File: config.mk
export PLATFORM = sky130hd
export DESIGN_NAME = lpc_mag_cmp
export DESIGN_NICKNAME = d
export VERILOG_FILES = /design/src/rtl/lpc_pkg.sv /design/src/rtl/lpc_predictor.sv /design/src/rtl/lpc_split_reg.sv /design/src/rtl/lpc_core.sv /design/src/rtl/lpc_mag_cmp.sv
export SDC_FILE = /design/constraint.sdc
export NUM_CORES = 1
export LEC_CHECK = 0
export BUFFER_PORTS_ARGS = -buffer_cell sky130_fd_sc_hd__clkbuf_2
export CORE_UTILIZATION = 45
export CTS_BUF_LIST = sky130_fd_sc_hd__clkbuf_2
export DETAILED_ROUTE_END_ITERATION = 16
export PLACE_DENSITY_LB_ADDON = 0.2
export SYNTH_ARGS = -nofsm -noshare
export SYNTH_HDL_FRONTEND = slang
export SYNTH_SLANG_ARGS = --single-unit
File: constraint.sdc
create_clock -name clk -period 3.3 [get_ports clk]
set_input_delay 0.165 -clock clk [delete_from_list [all_inputs] [get_ports clk]]
set_output_delay 0.165 -clock clk [all_outputs]
set_load 0.02 [all_outputs]
File: src/rtl/lpc_pkg.sv
package lpc_pkg;
   // number of top bit pairs the predictor may inspect
   localparam int unsigned LPC_MAX_PAIRS = 2;

   // true when a is strictly greater than b on a single bit
   function automatic logic bit_gt(input logic a, input logic b);
      return a & ~b;
   endfunction
endpackage

File: src/rtl/lpc_predictor.sv
module lpc_predictor #(
   parameter int unsigned WIDTH = 16,
   parameter int unsigned PAIRS = 1
) (
   input  logic [WIDTH-1:0] nxt_a,
   input  logic [WIDTH-1:0] nxt_b,
   output logic             hint_gt,
   output logic             hint_lt
);
   import lpc_pkg::*;

   localparam int unsigned TOP = WIDTH - 1;

   generate
      if (PAIRS == 1) begin : g_one
         always_comb begin
            hint_gt = bit_gt(nxt_a[TOP], nxt_b[TOP]);
            hint_lt = bit_gt(nxt_b[TOP], nxt_a[TOP]);
         end
      end else begin : g_two
         logic top_eq;
         always_comb begin
            top_eq  = ~(nxt_a[TOP] ^ nxt_b[TOP]);
            hint_gt = bit_gt(nxt_a[TOP], nxt_b[TOP])
                    | (top_eq & bit_gt(nxt_a[TOP-1], nxt_b[TOP-1]));
            hint_lt = bit_gt(nxt_b[TOP], nxt_a[TOP])
                    | (top_eq & bit_gt(nxt_b[TOP-1], nxt_a[TOP-1]));
         end
      end
   endgenerate
endmodule

File: src/rtl/lpc_split_reg.sv
module lpc_split_reg #(
   parameter int unsigned WIDTH  = 16,
   parameter int unsigned HI_LEN = 1
) (
   input  logic             clk,
   input  logic             rst,
   input  logic             lo_load,
   input  logic [WIDTH-1:0] d,
   output logic [WIDTH-1:0] q
);
   localparam int unsigned LO_LEN = WIDTH - HI_LEN;

   logic [HI_LEN-1:0] hi_q;
   logic [LO_LEN-1:0] lo_q;

   always_ff @(posedge clk) begin
      if (rst) hi_q <= '0;
      else     hi_q <= d[WIDTH-1 -: HI_LEN];
   end

   always_ff @(posedge clk) begin
      if (rst)          lo_q <= '0;
      else if (lo_load) lo_q <= d[LO_LEN-1:0];
   end

   assign q = {hi_q, lo_q};
endmodule

File: src/rtl/lpc_core.sv
module lpc_core #(
   parameter int unsigned WIDTH = 16
) (
   input  logic             clk,
   input  logic             rst,
   input  logic [WIDTH-1:0] reg_a,
   input  logic [WIDTH-1:0] reg_b,
   output logic             gt_q
);
   always_ff @(posedge clk) begin
      if (rst) gt_q <= 1'b0;
      else     gt_q <= (reg_a > reg_b);
   end
endmodule

File: src/rtl/lpc_mag_cmp.sv
module lpc_mag_cmp #(
   parameter int unsigned WIDTH      = 16,
   parameter int unsigned PRED_PAIRS = 1
) (
   input  logic             clk,
   input  logic             rst,
   input  logic [WIDTH-1:0] op_a,
   input  logic [WIDTH-1:0] op_b,
   output logic             a_gt_b,
   output logic             lo_frozen
);
   import lpc_pkg::*;

   // parameter legality
   generate
      if (PRED_PAIRS < 1 || PRED_PAIRS > LPC_MAX_PAIRS) begin : g_bad_pairs
         $error("lpc_mag_cmp: PRED_PAIRS must be 1 or 2");
      end
      if (WIDTH <= PRED_PAIRS) begin : g_bad_width
         $error("lpc_mag_cmp: WIDTH must exceed PRED_PAIRS");
      end
   endgenerate

   logic             hint_gt;
   logic             hint_lt;
   logic             lo_load;
   logic [WIDTH-1:0] reg_a;
   logic [WIDTH-1:0] reg_b;

   lpc_predictor #(.WIDTH(WIDTH), .PAIRS(PRED_PAIRS)) u_pred (
      .nxt_a   (op_a),
      .nxt_b   (op_b),
      .hint_gt (hint_gt),
      .hint_lt (hint_lt)
   );

   assign lo_load = ~(hint_gt | hint_lt);

   lpc_split_reg #(.WIDTH(WIDTH), .HI_LEN(PRED_PAIRS)) u_reg_a (
      .clk     (clk),
      .rst     (rst),
      .lo_load (lo_load),
      .d       (op_a),
      .q       (reg_a)
   );

   lpc_split_reg #(.WIDTH(WIDTH), .HI_LEN(PRED_PAIRS)) u_reg_b (
      .clk     (clk),
      .rst     (rst),
      .lo_load (lo_load),
      .d       (op_b),
      .q       (reg_b)
   );

   lpc_core #(.WIDTH(WIDTH)) u_core (
      .clk   (clk),
      .rst   (rst),
      .reg_a (reg_a),
      .reg_b (reg_b),
      .gt_q  (a_gt_b)
   );

   always_ff @(posedge clk) begin
      if (rst) lo_frozen <= 1'b0;
      else     lo_frozen <= ~lo_load;
   end
endmodule

==> impl_results.rst <==
.. list-table::
   :header-rows: 1

   * - Metric
     - Value
   * - Worst hold path type
     - in2reg
   * - Die footprint
     - 3670 µm²
   * - Hold Vio Cnt, Final
     - 0
   * - Number of cells traversed by the worst hold path
     - 2
   * - Fraction of registers with async set or reset after synthesis
     - 0%
   * - Die Y
     - 60.6 µm
   * - Wire length of the first global-routing pass
     - 5400 µm
   * - Dominant cell type by area after synthesis
     - sky130_fd_sc_hd__dfxtp_1
   * - Cell count after synthesis
     - 195
   * - Class of the most critical setup path
     - reg2reg
   * - Primary flip-flop cell chosen by synthesis mapping
     - sky130_fd_sc_hd__dfxtp_1
   * - TritonCTS clock tree
     - yes
   * - Post-route clock skew
     - 0.0129 ns
   * - Largest cells by area after synthesis
     - sky130_fd_sc_hd__dfxtp_1 44%, sky130_fd_sc_hd__nand2_1 15%, sky130_fd_sc_hd__ha_1 13%
   * - Critical path required time
     - 3.61 ns
   * - Count of vias placed by the detailed router
     - 1421
   * - Net count after synthesis
     - 245
   * - Power Dens Cells
     - 397 nW/µm²
   * - Average routed wire per standard cell
     - 10.7 µm
   * - Max Fclk
     - 620 MHz
   * - RePlAce Congestion
     - 0.788
   * - Total area of multi-input combinational cells
     - 774 µm²
   * - Synth Warn #
     - 0
   * - Post-cts sizing count
     - 0
   * - Via/cell ratio
     - 4.67
   * - Time the worst path needs with I/O delays and setup
     - 1.61 ns
   * - Kind of start point of the critical path
     - register
   * - Worst path max stage delay
     - 0.36 ns
   * - Static power due to leakage
     - 0.942 nW
   * - Antenna diode count
     - 0
   * - Reg clk slew, reported paths
     - 0.17 ns
   * - WP depth
     - 6
   * - Crit path DAT
     - 1.92 ns
   * - Cell breakdown of the critical path
     - inv_1, ha_1, a21oi_1, nand2_1, a221o_1, o31a_1
   * - Number of buffers inserted during clock tree synthesis
     - 5
   * - Top-level port count
     - 36
   * - Site Rows
     - 20
   * - Worst reg2reg path depth
     - 6
   * - Layout cell share with drive strength beyond 1
     - 17.7%
   * - Register bit count reported by yosys
     - 34
   * - Setup crit end kind
     - register
   * - Post-synth EDFFs
     - 0
   * - Sink count of the clock tree
     - 34
   * - Cell area after synthesis
     - 1550 µm²
   * - Highest-delay cell along the critical path
     - sky130_fd_sc_hd__dfxtp_1
   * - Port Buf Inserts
     - 35
   * - Number of nets still failing antenna checks after routing
     - 0
   * - Synth top area share
     - 44.0%
   * - Post-synth top cells
     - 63 x sky130_fd_sc_hd__nand2_1, 37 x sky130_fd_sc_hd__a21oi_1, 34 x sky130_fd_sc_hd__dfxtp_1
   * - Synthesis-to-finish area growth
     - 35.7%
   * - Number of maximum-capacitance violations
     - 0
   * - Area of the core
     - 3150 µm²
   * - Global route total overflow
     - 0
   * - Number of standard cells in the final layout excluding fillers
     - 304
   * - Number of global-route vias before repair
     - 1344
   * - Tcrit/Tclk final
     - 48.9%
   * - Number of setup violations in the final report
     - 0
   * - Overall Global Routing Usage
     - 20.3%
   * - Kind of cell with the highest combined delay on the critical path
     - compound AO/OA/AOI/OAI gates
   * - Maximum number of buffers from clock root to sink
     - 2
   * - Max-slew violation count
     - 0
   * - CTS HTree Levels
     - 2
   * - Run status
     - complete, no violations
   * - Half-perimeter wire length after placement
     - 2110 µm
   * - Final layout net count
     - 309
   * - Most repeated cell in the gate-level netlist after synthesis
     - sky130_fd_sc_hd__nand2_1
   * - Pin count of the biggest net entering global routing
     - 35
   * - Filler Cells Inserted
     - 289
   * - Peak supply drop
     - 276 µV
   * - Number of antenna violations at the first check in global routing
     - 0
   * - 1st-pass router iterations
     - 4
   * - DRC violation count after routing
     - 0
   * - Routed WL
     - 3250 µm
   * - Worst path bufs/invs
     - 1
   * - Placed insts
     - 266
   * - Total negative slack
     - 0 ns
   * - Average size of a mapped cell
     - 7.92 µm²
   * - Effective utilization at floorplan
     - 49.0%
   * - Unrepaired setup endpoints after global routing
     - false
   * - Count of different cell masters after synthesis
     - 21
   * - Fraction of the yosys area taken by sequential cells
     - 44.0%
   * - Tightest Pin Transition
     - 0.710 ns
   * - Latest clock arrival within the worst-skew pair
     - 0.39 ns
   * - Clock Tree Root
     - sky130_fd_sc_hd__clkbuf_2
   * - Worst-path maximum fanout
     - 3
   * - Storage cell area
     - 681 µm²
   * - Number of design-rule violations left by the first detailed-router iteration
     - 51
   * - Die width
     - 60.6 µm
   * - Relative slew margins
     - 52.5%
-- registers in the layout, indices dropped and copies added, names as in the netlist --
| signal | count |
|---|---|
| u_reg_a.lo_q | 15 |
| u_reg_b.hi_q | 1 |
| u_core.gt_q | 1 |
| lo_frozen | 1 |
| u_reg_a.hi_q | 1 |
| u_reg_b.lo_q | 15 |
-- final cells by class --
type | instances | share of cell area (%)
multi-input cells | 135 | 36.9
flip-flops and latches | 34 | 32.5
repair buffers | 67 | 23.4
inverters | 16 | 2.86
well taps | 44 | 2.63
clock buffers | 5 | 1.19
clock inverters | 3 | 0.537
-- routing by layer --
layer,GRT usage [%],up-vias,routed length [µm]
met4,10.7,0,74
met1,22.0,623,1560
met2,35.8,27,1490
met3,5.76,8,125
li1,-,763,-
met5,0,-,0
-- stage by stage --
stage / area (µm²) / power [W] / setup WS (ns) / hold slack (ns) / util (%)
3_3_place_gp: 1760 / 0.000629 / 1.72 / 0.392 / 55.8
5_1_grt: 2100 / 0.000888 / 1.60 / 0.0493 / 66.5
2_1_floorplan: 1550 / 0.000580 / 1.75 / 0.293 / -
6_report: 2100 / 0.000832 / 1.69 / 0.0770 / 66.5
3_5_place_dp: 1760 / 0.000633 / 1.70 / 0.393 / 55.8
4_1_cts: 2100 / 0.000838 / 1.69 / 0.0682 / 66.5
-- cell families (layout without fill, tap and decap cells) --
kind of cell | count (synthesis) | count (layout) | synth area share (%)
buffers and inverters | 26 | 91 | 6.80
xor gates and xnor gates | 2 | 2 | 1.13
adders and majority gates | 16 | 16 | 13.0
and+or+nand+nor | 74 | 74 | 19.8
AOI/OAI and AO/OA | 43 | 43 | 15.2
DFF | 34 | 34 | 44.0
-- worst reg2reg max path: stages (launching register included) --
cell                      delay (ns)
sky130_fd_sc_hd__dfxtp_1        0.36
sky130_fd_sc_hd__inv_1          0.04
sky130_fd_sc_hd__ha_1           0.30
sky130_fd_sc_hd__a21oi_1        0.15
sky130_fd_sc_hd__nand2_1        0.08
sky130_fd_sc_hd__a221o_1        0.34
sky130_fd_sc_hd__o31a_1         0.28
-- layout by cell type (no fill, tap or decap), types with 2 or more instances in the layout --
master and instances:
sky130_fd_sc_hd__ha_1 16, sky130_fd_sc_hd__a21oi_1 37, sky130_fd_sc_hd__nand3_1 2, sky130_fd_sc_hd__clkinv_1 3
sky130_fd_sc_hd__buf_4 2, sky130_fd_sc_hd__inv_1 16, sky130_fd_sc_hd__dfxtp_1 34, sky130_fd_sc_hd__nor2_1 2
sky130_fd_sc_hd__dlygate4sd3_1 30, sky130_fd_sc_hd__nor2b_1 3, sky130_fd_sc_hd__nand4_1 2, sky130_fd_sc_hd__clkbuf_2 40
sky130_fd_sc_hd__nand2_1 63
-- power breakdown --
part,switching [W],internal (W)
clock network,0.000137,0.0000451
registers,0.0000159,0.000442
logic,0.0000982,0.0000940
total,0.000251,0.000581
-- what timing repair did --
| action | CTS | global route |
|---|---|---|
| hold endpoints to repair | 30 | 0 |
| setup endpoints to repair | 0 | 0 |
| hold buffers | 30 | 0 |
| buffers inserted | 0 | 0 |
-- final timing paths --
kind | start | end | slack [ns]
setup / recovery | u_reg_b.lo_q[14]$_SDFFE_PP0N_ | u_core.gt_q$_SDFF_PP0_ | 1.69
hold reg to reg | u_reg_b.lo_q[9]$_SDFFE_PP0N_ | u_reg_b.lo_q[9]$_SDFFE_PP0N_ | 0.47
hold / removal | op_a[15] | u_reg_a.hi_q$_SDFF_PP0_ | 0.08
setup reg to reg | u_reg_b.lo_q[14]$_SDFFE_PP0N_ | u_core.gt_q$_SDFF_PP0_ | 1.69
Power figures use the tool's default switching activity.
